**src/rtl/rxq_pkg.sv**
```systemverilog
package rxq_pkg;

    localparam int unsigned RXQ_DEPTH_DEF = 16;
    localparam int unsigned RXQ_WIDTH_DEF = 8;

    typedef enum logic {
        CAP_SINGLE = 1'b0,
        CAP_FIFO   = 1'b1
    } cap_mode_e;

    typedef struct packed {
        logic push_ok;
        logic pop_ok;
        logic refused;
    } rxq_ctl_t;

endpackage

```
**src/rtl/rxq_mode_ctrl.sv**
```systemverilog
module rxq_mode_ctrl
    import rxq_pkg::*;
#(
    parameter int unsigned DEPTH = RXQ_DEPTH_DEF,
    parameter int unsigned CNT_W = $clog2(DEPTH + 1)
) (
    input  logic             clk,
    input  logic             rst,
    input  logic             fifo_en_i,
    input  logic             rcv_reset_i,
    input  logic             flush_i,
    output cap_mode_e        mode_o,
    output logic             clear_o,
    output logic [CNT_W-1:0] cap_o
);

    cap_mode_e mode_q;
    cap_mode_e mode_req;
    logic      mode_flip;

    assign mode_req  = fifo_en_i ? CAP_FIFO : CAP_SINGLE;
    assign mode_flip = (mode_req != mode_q);

    always_ff @(posedge clk) begin
        if (rst) begin
            mode_q <= CAP_SINGLE;
        end else begin
            mode_q <= mode_req;
        end
    end

    always_comb begin
        clear_o = flush_i | mode_flip;
        if (mode_q == CAP_FIFO && rcv_reset_i) begin
            clear_o = 1'b1;
        end
    end

    assign cap_o  = (mode_q == CAP_FIFO) ? CNT_W'(DEPTH) : CNT_W'(1);
    assign mode_o = mode_q;

endmodule

```
**src/rtl/rxq_ptr_ctrl.sv**
```systemverilog
module rxq_ptr_ctrl
    import rxq_pkg::*;
#(
    parameter int unsigned DEPTH = RXQ_DEPTH_DEF,
    parameter int unsigned PTR_W = $clog2(DEPTH),
    parameter int unsigned CNT_W = $clog2(DEPTH + 1)
) (
    input  logic             clk,
    input  logic             rst,
    input  logic             push_i,
    input  logic             pop_i,
    input  logic             clear_i,
    input  logic [CNT_W-1:0] cap_i,
    output logic [PTR_W-1:0] wr_ptr_o,
    output logic [PTR_W-1:0] rd_ptr_o,
    output logic [CNT_W-1:0] count_o,
    output rxq_ctl_t         ctl_o
);

    logic [PTR_W-1:0] wr_q, rd_q;
    logic [CNT_W-1:0] cnt_q;
    logic             is_full, is_empty;

    function automatic logic [PTR_W-1:0] advance(
        input logic [PTR_W-1:0] p,
        input logic [CNT_W-1:0] cap
    );
        if ((CNT_W'(p) + CNT_W'(1)) >= cap) begin
            return '0;
        end
        return p + PTR_W'(1);
    endfunction

    assign is_full  = (cnt_q == cap_i);
    assign is_empty = (cnt_q == '0);

    always_comb begin
        ctl_o.push_ok = push_i & ~is_full  & ~clear_i;
        ctl_o.pop_ok  = pop_i  & ~is_empty & ~clear_i;
        ctl_o.refused = push_i &  is_full  & ~clear_i;
    end

    always_ff @(posedge clk) begin
        if (rst || clear_i) begin
            wr_q  <= '0;
            rd_q  <= '0;
            cnt_q <= '0;
        end else begin
            if (ctl_o.push_ok) begin
                wr_q <= advance(wr_q, cap_i);
            end
            if (ctl_o.pop_ok) begin
                rd_q <= advance(rd_q, cap_i);
            end
            case ({ctl_o.push_ok, ctl_o.pop_ok})
                2'b10:   cnt_q <= cnt_q + CNT_W'(1);
                2'b01:   cnt_q <= cnt_q - CNT_W'(1);
                default: cnt_q <= cnt_q;
            endcase
        end
    end

    assign wr_ptr_o = wr_q;
    assign rd_ptr_o = rd_q;
    assign count_o  = cnt_q;

endmodule

```
**src/rtl/rxq_store.sv**
```systemverilog
module rxq_store #(
    parameter int unsigned DEPTH = 16,
    parameter int unsigned WIDTH = 8,
    parameter int unsigned PTR_W = $clog2(DEPTH)
) (
    input  logic             clk,
    input  logic             we_i,
    input  logic [PTR_W-1:0] waddr_i,
    input  logic [WIDTH-1:0] wdata_i,
    input  logic [PTR_W-1:0] raddr_i,
    output logic [WIDTH-1:0] rdata_o
);

    logic [WIDTH-1:0] slot [DEPTH];

    for (genvar g = 0; g < DEPTH; g++) begin : g_slot
        always_ff @(posedge clk) begin
            if (we_i && (waddr_i == PTR_W'(g))) begin
                slot[g] <= wdata_i;
            end
        end
    end

    assign rdata_o = slot[raddr_i];

endmodule

```
**src/rtl/rx_char_buffer.sv**
```systemverilog
module rx_char_buffer
    import rxq_pkg::*;
#(
    parameter int unsigned DEPTH = RXQ_DEPTH_DEF,
    parameter int unsigned WIDTH = RXQ_WIDTH_DEF,
    localparam int unsigned PTR_W = $clog2(DEPTH),
    localparam int unsigned CNT_W = $clog2(DEPTH + 1)
) (
    input  logic             clk,
    input  logic             rst,
    input  logic             fifo_en_i,
    input  logic             rcv_reset_i,
    input  logic             flush_i,
    input  logic             push_i,
    input  logic [WIDTH-1:0] push_data_i,
    input  logic             pop_i,
    output logic [WIDTH-1:0] pop_data_o,
    output logic [CNT_W-1:0] count_o,
    output logic             not_empty_o,
    output logic             full_o,
    output logic             not_full_o,
    output logic             overflow_o
);

    cap_mode_e        mode_q;
    logic             clear;
    logic [CNT_W-1:0] cap;
    logic [PTR_W-1:0] wr_ptr, rd_ptr;
    logic [CNT_W-1:0] count;
    rxq_ctl_t         ctl;
    logic [WIDTH-1:0] head;

    rxq_mode_ctrl #(.DEPTH(DEPTH), .CNT_W(CNT_W)) u_mode (
        .clk         (clk),
        .rst         (rst),
        .fifo_en_i   (fifo_en_i),
        .rcv_reset_i (rcv_reset_i),
        .flush_i     (flush_i),
        .mode_o      (mode_q),
        .clear_o     (clear),
        .cap_o       (cap)
    );

    rxq_ptr_ctrl #(.DEPTH(DEPTH), .PTR_W(PTR_W), .CNT_W(CNT_W)) u_ptr (
        .clk      (clk),
        .rst      (rst),
        .push_i   (push_i),
        .pop_i    (pop_i),
        .clear_i  (clear),
        .cap_i    (cap),
        .wr_ptr_o (wr_ptr),
        .rd_ptr_o (rd_ptr),
        .count_o  (count),
        .ctl_o    (ctl)
    );

    rxq_store #(.DEPTH(DEPTH), .WIDTH(WIDTH), .PTR_W(PTR_W)) u_store (
        .clk     (clk),
        .we_i    (ctl.push_ok),
        .waddr_i (wr_ptr),
        .wdata_i (push_data_i),
        .raddr_i (rd_ptr),
        .rdata_o (head)
    );

    assign count_o     = count;
    assign not_empty_o = (count != '0);
    assign full_o      = (count == cap);
    assign not_full_o  = ~full_o;
    assign overflow_o  = ctl.refused;
    assign pop_data_o  = not_empty_o ? head : '1;

endmodule

```
**config.mk**
```make
export PLATFORM = sky130hd
export DESIGN_NAME = rx_char_buffer
export DESIGN_NICKNAME = d
export VERILOG_FILES = /design/src/rtl/rxq_pkg.sv /design/src/rtl/rxq_mode_ctrl.sv /design/src/rtl/rxq_ptr_ctrl.sv /design/src/rtl/rxq_store.sv /design/src/rtl/rx_char_buffer.sv
export SDC_FILE = /design/constraint.sdc
export NUM_CORES = 1
export LEC_CHECK = 0
export BUFFER_PORTS_ARGS = -buffer_cell sky130_fd_sc_hd__buf_2
export CORE_MARGIN = 5
export CORE_UTILIZATION = 35
export DETAILED_ROUTE_END_ITERATION = 10
export GPL_ROUTABILITY_DRIVEN = 1
export GPL_TIMING_DRIVEN = 0
export PLACE_DENSITY = 0.5
export REMOVE_ABC_BUFFERS = 1
export SLEW_MARGIN = 20
export SYNTH_ARGS = -nofsm -noshare
export SYNTH_HDL_FRONTEND = slang
export SYNTH_SLANG_ARGS = --single-unit
```
**constraint.sdc**
```tcl
create_clock -name clk -period 3 [get_ports clk]
set_input_delay 0.3 -clock clk [delete_from_list [all_inputs] [get_ports clk]]
set_output_delay 0.3 -clock clk [all_outputs]
set_load 0.03 [all_outputs]
```
==> results.toml, run 1 <==
[route]
drt_iter0_markers = 262
drc = 0
ant_nets = 0
dr.pass1.iters = 4
num_vias = 3241
via_per_inst = 5.236
routed_wl_um = 12940
wl_per_cell_um = 20.90

[floorplan]
fp.coreArea_um2 = 17180
die-height_um = 141.7
initial_utilization_pct = 35.34
die_w_um = 141.7
dieArea_um2 = 20080
pin_count = 32
row_count = 48

[clocking]
cts.sinks = 146
holdBufCountCts = 0
cts_buffers = 17
htree_levels = 4
clock_tree.buffer_depth = 2
cts.clk_slew.worst_paths_ps = 60
cts_root_buf = "clkbuf_16"
insertion_delay_ps = 410
tritoncts = "built"

[power_and_ir_drop]
power.total_mw = 4.233
powerDensity_nw_per_um2 = 598.6
p_leak_nw = 2.275
ir_worst_vdd_v = 0.0004198

[yosys]
synthMuxAreaShare_pct = 13.69
synth.avg_cell_area_um2 = 17.60
netlist.top_cell.by_area = "edfxtp_1"
synth.top_cell.area_share_pct = 63.31
ys_warn_count = 0
synth_top_family_by_area = "multiplexers"
synth_compound_area_share_pct = 5.194
syn_area_um2 = 6071
synth_edf_count = 128
synth_fa_ha_area_share_pct = 2.473
ys_top_cells_by_area = "edfxtp_1 63%, mux4_2 12%, dfxtp_1 5.9%, ha_1 2.5%, and3_1 2.0%"
synth_cells = 345
synth_seq_cells = 146
synthFlopType = "edfxtp_1"
ys_types = 42
yosysSeqAreaShare_pct = 69.25
synth_async_sr_flop_share_pct = 0
yosys.area_share.simple_pct = 6.719
synth.most_common_cell = "edfxtp_1"
synth_common_cells = "128 x edfxtp_1, 32 x mux4_2, 19 x and3_1, 18 x dfxtp_1, 12 x ha_1"
synth_xor_area_share_pct = 1.010

[global_routing]
antenna_found_initial = 0
grt_pass1_wl_um = 19870
grt_max_degree = 33
grt.overflow.total = 0
grt_pass1_vias = 3396
grtUsageTotal_pct = 13.50

[setup_path]
cp_data_arrival_time_ps = 3120
crit_type = "register to register"
r2r_slack_ps = 180
crit-reg2reg-launch = "u_mode.mode_o$_SDFF_PP0_"
start_kind = "register"
r2r-end = "u_ptr.count_o[4]$_SDFFE_PP0P_"
end_kind = "register"
critPathMaxFanout = 8
reg2reg_depth = 11
required_ps = 3300

[final_layout]
nets = 409
nFillCells = 1599
synthToLayoutAreaGrowth_pct = 16.49
drive_gt1_share_pct = 27.66
num_antenna_cells = 0
instances_no_fill = 619
ff_latch_area_um2 = 4210
multi_input_area_um2 = 1797

[timing]
min_period_ps = 2822
worst_pin_slew_ps = 895.2
fmax_mhz = 354.3
post-route-period-util_pct = 94.08
holdWs_ps = 120.8
slew_viol_final = 0
slew_headroom_pct = 40.21
rsz0062_at_grt = "false"
hold_violations = 0
final-setup-viol-count = 0
finClkSkew_ps = 6.501

[run]
maxCapViolCount = 0

[place]
hpwl_um = 8069
place_inst = 585
portBuffers = 31
gp_congestion = 0.8122

[status]
status = "completed"

[worst_hold_path]
min-delay-path-class = "input pin to register"
hold_start = "fifo_en_i"
hold_end = "u_mode.mode_o$_SDFF_PP0_"
min_path_cells = 2
worst max-delay path by stage:
stage / startpoint / end / slack (ps) / cells past startpoint
after floorplan: u_ptr.count_o[0]$_SDFFE_PP0P_ / u_ptr.count_o[4]$_SDFFE_PP0P_ / -250 / 12
after global placement: register / pop_data_o[5] / -860 / 4
after detailed placement: u_ptr.count_o[1]$_SDFFE_PP0P_ / u_ptr.count_o[4]$_SDFFE_PP0P_ / -270 / 10
after CTS: register / pop_data_o[5] / 60 / 4
after global routing: u_mode.mode_o$_SDFF_PP0_ / u_ptr.count_o[4]$_SDFFE_PP0P_ / 10 / 11
final: u_mode.mode_o$_SDFF_PP0_ / u_ptr.count_o[4]$_SDFFE_PP0P_ / 180 / 11
repair_timing:
item                       CTS  global route
setup buffers                1             2
pin swaps                    1             1
gates resized for setup      3             3
setup endpoints to repair    2             2
flip-flops by register name, summed over array words and instances (netlist names), named ones only:
| register | count |
|---|---|
| u_ptr.wr_ptr_o | 4 |
| u_ptr.rd_ptr_o | 4 |
| u_ptr.count_o | 5 |
| u_mode.mode_o | 1 |
| u_store.slot | 128 |
where the power goes:
group	switching, mW	internal, mW
sequential	0.00260	2.21
clock	0.817	1.13
combinational	0.0542	0.0209
total	0.874	3.36
cell type report:
cell class	instances	area share [%]
Inverter	8	0.4246
Multi-Input combinational cell	174	25.41
Clock buffer	17	6.016
Timing Repair Buffer	35	2.972
Sequential cell	146	59.54
Clock inverter	14	1.663
Tap cell	225	3.981
critical path, stage by stage, from the launching register on:
cell       delay, ps
dfxtp_1          360
or2_1            290
a211o_1          370
nor2_4           140
inv_1             90
ha_2             260
xor2_1           170
ha_1             230
or3b_2           460
o2111ai_1        100
a21oi_1          110
mux2i_1          130
metrics by stage:
stage	util [%]	cell area, um^2	setup WS (ps)	TNS [ps]
5_1_grt	41.17	7072	9.839	0
6_report	41.17	7072	177.7	0
3_3_place_gp	37.47	6436	-857.7	-6170
3_5_place_dp	37.65	6466	-265.2	-388.9
4_1_cts	40.94	7032	57.67	0
2_1_floorplan	-	6000	-252.0	-397.5
placed cells by master (no fill, tap or decap), drive strengths merged, types with 4 or more instances in the layout:
| cell type | instances |
|---|---|
| or3 | 4 |
| nor2 | 6 |
| nor2b | 6 |
| buf | 35 |
| a22oi | 8 |
| and3 | 19 |
| o21ai | 6 |
| clkinv | 7 |
| a21oi | 7 |
| o211ai | 11 |
| nand2b | 4 |
| clkinvlp | 5 |
| clkbuf | 17 |
| edfxtp | 128 |
| mux4 | 32 |
| ha | 12 |
| mux2i | 11 |
| xor2 | 5 |
| nand3 | 6 |
| inv | 9 |
| nand2 | 4 |
| nor3 | 4 |
| dfxtp | 18 |
kinds of logic after synthesis:
kind of cell | Yosys count
buffers and inverters | 25
AOI/OAI and AO/OA | 45
muxes | 43
adders and majority gates | 12
and+or+nand+nor | 67
DFF | 146
xor gates and xnor gates | 7
per-layer routing:
metal	share of wire (%)	up-vias	track usage, %
met5	0	-	0
met4	1.1	0	4.545
met3	4.5	14	3.370
met2	50	68	21.94
met1	45	1677	17.76
li1	-	1482	-
Power figures use the tool's default switching activity.
==> inputs of run 2 (changes only) <==
--- a/config.mk
+++ b/config.mk
@@ -5,7 +5,7 @@
 export SDC_FILE = /design/constraint.sdc
 export NUM_CORES = 1
 export LEC_CHECK = 0
-export BUFFER_PORTS_ARGS = -buffer_cell sky130_fd_sc_hd__buf_2
+export BUFFER_PORTS_ARGS = -buffer_cell sky130_fd_sc_hd__clkbuf_2
 export CORE_MARGIN = 5
 export CORE_UTILIZATION = 35
 export DETAILED_ROUTE_END_ITERATION = 10
==> constraint.sdc (replaced) <==
create_clock -name clk -period 3 [get_ports clk]
set_input_delay 0.3 -clock clk [delete_from_list [all_inputs] [get_ports clk]]
set_output_delay 0.3 -clock clk [all_outputs]
set_load 0.005 [all_outputs]
==> results.toml, run 2 (synthesis gave the netlist of run 1 again) <==
[status]
status = "completed"

[floorplan]
initial_utilization_pct = 35.34
die-height_um = 141.7
dieArea_um2 = 20080
row_count = 48
fp.coreArea_um2 = 17180
die_w_um = 141.7
pin_count = 32

[setup_path]
r2r_slack_ps = 210
critPathMaxFanout = 32
start_kind = "register"
required_ps = 2700
end_kind = "primary output"
cp_data_arrival_time_ps = 2510
crit_type = "register to primary output"

[final_layout]
instances_no_fill = 618
largest_register_ffs = 128
nets = 408
synthToLayoutAreaGrowth_pct = 17.77
nFillCells = 1585
drive_gt1_share_pct = 26.21
num_antenna_cells = 0
largest_register = "u_store.slot"
final_area_um2 = 7149
mostFrequentLayoutCells = "128 x edfxtp_1, 32 x mux4_2, 31 x clkbuf_2"
final_common_cell = "edfxtp_1"

[timing]
holdWs_ps = 125.3
finClkSkew_ps = 5.188
min_period_ps = 2815
post-route-period-util_pct = 93.83
rsz0062_at_grt = "false"
slew_viol_final = 0
final-setup-viol-count = 0
fmax_mhz = 355.3
worst_pin_slew_ps = 839.5
fin_ws_ps = 185.3
slew_headroom_pct = 43.92
hold_violations = 0

[global_routing]
grt.overflow.total = 0
antenna_found_initial = 0
grt_max_degree = 33
grt_pass1_vias = 3446
grtUsageTotal_pct = 13.36
grt_pass1_wl_um = 19720

[place]
place_ws_ps = -208.2
post_dp_cell_area_um2 = 6466
portBuffers = 31
gp_congestion = 0.7934
hpwl_um = 7982
place_inst = 585

[run]
maxCapViolCount = 0

[power_and_ir_drop]
ir_worst_vdd_v = 0.0004335
powerDensity_nw_per_um2 = 643.0
p_leak_nw = 2.326

[clocking]
holdBufCountCts = 0
tritoncts = "built"
insertion_delay_ps = 410
htree_levels = 4
cts_root_buf = "clkbuf_16"
cts.clk_slew.worst_paths_ps = 60
clock_tree.buffer_depth = 2
cts_buffers = 17
cts.sinks = 146

[route]
routed_wl_um = 12550
top_layer = "met4"
wl_per_cell_um = 20.31
wl_met1_um = 5679
route.met2.wl_um = 6194
drc = 0
dr.pass1.iters = 4
ant_nets = 0
via_per_inst = 5.212
met3_length_um = 460
drt_iter0_markers = 146
num_vias = 3221

[worst_hold_path]
min-delay-path-class = "input pin to register"
-- run 2: cell types whose count changed in the layout (fill, tap and decap cells not counted) --
| cell | before | now |
|---|---|---|
| buf_2 | 31 | 0 |
| inv_6 | 1 | 0 |
| nor3b_1 | 1 | 2 |
| nor3b_2 | 1 | 0 |
| clkinv_2 | 4 | 1 |
| bufinv_16 | 1 | 6 |
| clkbuf_2 | 0 | 31 |
| clkinv_1 | 1 | 3 |
| buf_12 | 2 | 1 |
| clkinv_4 | 2 | 1 |
| clkinvlp_4 | 5 | 1 |
| clkbuf_1 | 0 | 2 |
-- run 2: final timing paths --
kind,from,endpoint,cells after the start
worst max-delay path,register,pop_data_o[5],4
worst min register to register,u_ptr.rd_ptr_o[3]$_SDFFE_PP0N_,register,2
worst min-delay path,fifo_en_i,u_mode.mode_o$_SDFF_PP0_,2
worst max register to register,u_mode.mode_o$_SDFF_PP0_,u_ptr.count_o[4]$_SDFFE_PP0P_,11
-- run 2: area by class of cell --
type	count	area, um^2	share of cell area [%]
clock inverter	12	212.7	2.975
sequential	146	4210	58.89
inverter	8	30.03	0.4200
multi-input combinational	174	1792	25.06
timing repair buffer	34	190.2	2.660
clock buffer	19	432.9	6.055
tap	225	281.5	3.938
-- run 2: stage by stage --
step	setup TNS [ps]	utilization, %	power [mW]
after floorplan	0	-	2.282
after global placement	-5664	37.47	2.323
after detailed placement	-284.1	37.65	2.327
after CTS	0	41.54	4.639
after global routing	0	41.62	4.746
final	0	41.62	4.597
-- run 2: repair_timing --
item | in CTS | in global routing
setup buffers | 1 | 1
resized for setup | 3 | 2
pin swaps | 1 | 1
setup endpoints to repair | 2 | 1
-- run 2: power breakdown --
part / leakage [nW] / switching [mW] / total, mW / internal (mW)
combinational: 0.718 / 0.0501 / 0.0707 / 0.0206
clock: 0.310 / 0.769 / 2.31 / 1.54
sequential: 1.30 / 0.00242 / 2.21 / 2.21
total: 2.33 / 0.821 / 4.60 / 3.78
-- run 2: per-layer routing --
metal / global-route usage [%] / up-vias
met2: 21.79 / 67
met1: 17.44 / 1652
met5: 0 / -
met4: 5.253 / 0
li1: - / 1485
met3: 2.932 / 17
-- run 2: worst max-delay path: stages, from the launching register on --
cell and delay (ps):
dfxtp_4 800, mux4_2 600, a22oi_1 280, o211ai_1 230
clkbuf_2 180
==> inputs of run 3 (changes only) <==
--- a/config.mk
+++ b/config.mk
@@ -11,7 +11,7 @@
 export DETAILED_ROUTE_END_ITERATION = 10
 export GPL_ROUTABILITY_DRIVEN = 1
 export GPL_TIMING_DRIVEN = 0
-export PLACE_DENSITY = 0.5
+export PLACE_DENSITY = 0.49
 export REMOVE_ABC_BUFFERS = 1
 export SLEW_MARGIN = 20
 export SYNTH_ARGS = -nofsm -noshare
==> constraint.sdc (replaced) <==
create_clock -name clk -period 3.4 [get_ports clk]
set_input_delay 0.34 -clock clk [delete_from_list [all_inputs] [get_ports clk]]
set_output_delay 0.34 -clock clk [all_outputs]
set_load 0.005 [all_outputs]
==> results.toml, run 3 (synthesis gave the netlist of run 1 again) <==
[status]
status = "completed"

[floorplan]
dieArea_um2 = 20080
die_w_um = 141.7
pin_count = 32
die-height_um = 141.7
initial_utilization_pct = 35.34
fp.coreArea_um2 = 17180
row_count = 48

[place]
portBuffers = 31
hpwl_um = 8084
gp_congestion = 0.7857

[setup_path]
cp_data_arrival_time_ps = 3380
required_ps = 3710
end_kind = "register"
critPathMaxFanout = 17
start_kind = "register"
crit_type = "register to register"

[route]
via_per_inst = 5.147
drc = 0
wl_per_cell_um = 20.29
num_vias = 3176
routed_wl_um = 12520
drt_iter0_markers = 184
ant_nets = 0
dr.pass1.iters = 4

[clocking]
clock_tree.buffer_depth = 2
htree_levels = 4
tritoncts = "built"
cts.sinks = 146
cts.clk_slew.worst_paths_ps = 70
insertion_delay_ps = 420
cts_root_buf = "clkbuf_16"
holdBufCountCts = 0
cts_buffers = 17

[power_and_ir_drop]
power_switching_uw = 808.8
ir_worst_vdd_v = 0.0003521
powerDensity_nw_per_um2 = 556.8
p_clk_share_pct = 49.1
p_leak_nw = 2.313
switching_share_pct = 20.46
cell_internal_pwr_mw = 3.144
power.share.sequential_pct = 49.4
combPwrFrac_pct = 1.6
power.total_mw = 3.953

[timing]
slew_headroom_pct = 44.37
rsz0062_at_grt = "false"
post-route-period-util_pct = 90.41
fmax_mhz = 325.3
slew_viol_final = 0
min_period_ps = 3074
worst_pin_slew_ps = 832.9
finClkSkew_ps = 12.43
final-setup-viol-count = 0
hold_violations = 0

[global_routing]
grt_max_degree = 33
antenna_found_initial = 0
grt_pass1_vias = 3448
grt_pass1_wl_um = 19890
grt.overflow.total = 0
grtUsageTotal_pct = 13.40

[final_layout]
synthToLayoutAreaGrowth_pct = 16.94
num_antenna_cells = 0
largest_register_ffs = 128
nFillCells = 1586
largest_register = "u_store.slot"
fin_util_pct = 41.33
nets = 406
drive_gt1_share_pct = 26.53
final_common_cell = "edfxtp_1"
multi_input_area_um2 = 1775
ff_latch_area_um2 = 4209
mostFrequentLayoutCells = "128 x edfxtp_1, 32 x mux4_2, 31 x clkbuf_2"

[run]
maxCapViolCount = 0

[worst_hold_path]
min-delay-path-class = "input pin to register"
-- run 3: cell count changes in the layout (fill, tap and decap cells not counted), sizes merged --
cell,delta
buf,-2
clkinv,-1
bufinv,-3
inv,+7
clkbuf,-2
-- run 3: metal layers --
metal / global-route usage [%] / wire length (um) / share of wire, %
met5: 0 / 0 / 0
met4: 3.939 / 142 / 1.1
met2: 22.29 / 6278 / 50
met3: 3.505 / 415 / 3.3
met1: 17.33 / 5685 / 45
-- run 3: worst paths after layout --
kind                              endpoint  slack, ps                     startpoint  cells after the start
max          u_ptr.count_o[4]$_SDFFE_PP0P_        330  u_ptr.count_o[0]$_SDFFE_PP0P_                     12
min               u_mode.mode_o$_SDFF_PP0_        170                            rst                      2
max reg2reg  u_ptr.count_o[4]$_SDFFE_PP0P_        330  u_ptr.count_o[0]$_SDFFE_PP0P_                     12
min reg2reg  u_ptr.count_o[3]$_SDFFE_PP0P_        530  u_ptr.count_o[3]$_SDFFE_PP0P_                      2
-- run 3: area by class of cell --
| type | instances | share of cell area (%) |
|---|---|---|
| Sequential cell | 146 | 59.29 |
| Inverter | 8 | 0.4230 |
| Clock inverter | 15 | 2.749 |
| Clock buffer | 17 | 5.992 |
| Timing Repair Buffer | 32 | 2.573 |
| Tap cell | 225 | 3.965 |
| Multi-Input combinational cell | 174 | 25.01 |
-- run 3: what timing repair did --
| action | CTS | global route |
|---|---|---|
| setup buffers | 0 | 0 |
| endpoints found under the setup margin | 0 | 2 |
| resized for setup | 0 | 1 |
-- run 3: worst max-delay path, stage by stage, from the launching register on --
cell and delay (ps):
dfxtp_1 510, and3b_1 230, o21ai_2 180, inv_2 120, nor2_4 270, inv_1 160
ha_1 330, xor2_1 180, ha_1 220, or3b_2 450, o2111ai_1 100, a21oi_1 110
mux2i_1 120
-- run 3: through the flow --
stage | hold slack (ps) | cells | worst slack (ps) | area (um^2) | setup TNS, ps
after global routing | 185.1 | 617 | 24.85 | 7099 | 0
after detailed placement | 521.0 | 585 | 145.6 | 6474 | 0
final | 174.0 | 617 | 326.0 | 7099 | 0
after CTS | 158.1 | 617 | 141.0 | 7094 | 0
after floorplan | 411.6 | 328 | 626.1 | 6000 | 0
after global placement | 505.2 | 584 | -388.8 | 6436 | -2421
-- run 3: power groups by stage --
stage               logic [mW]  clock network [mW]  registers (mW)
global route            0.0697                2.07            1.95
CTS                     0.0629                1.98            1.95
finish                  0.0617                1.94            1.95
floorplan               0.0225                   0            1.99
global placement        0.0590                   0            1.99
detailed placement      0.0628                   0            1.99
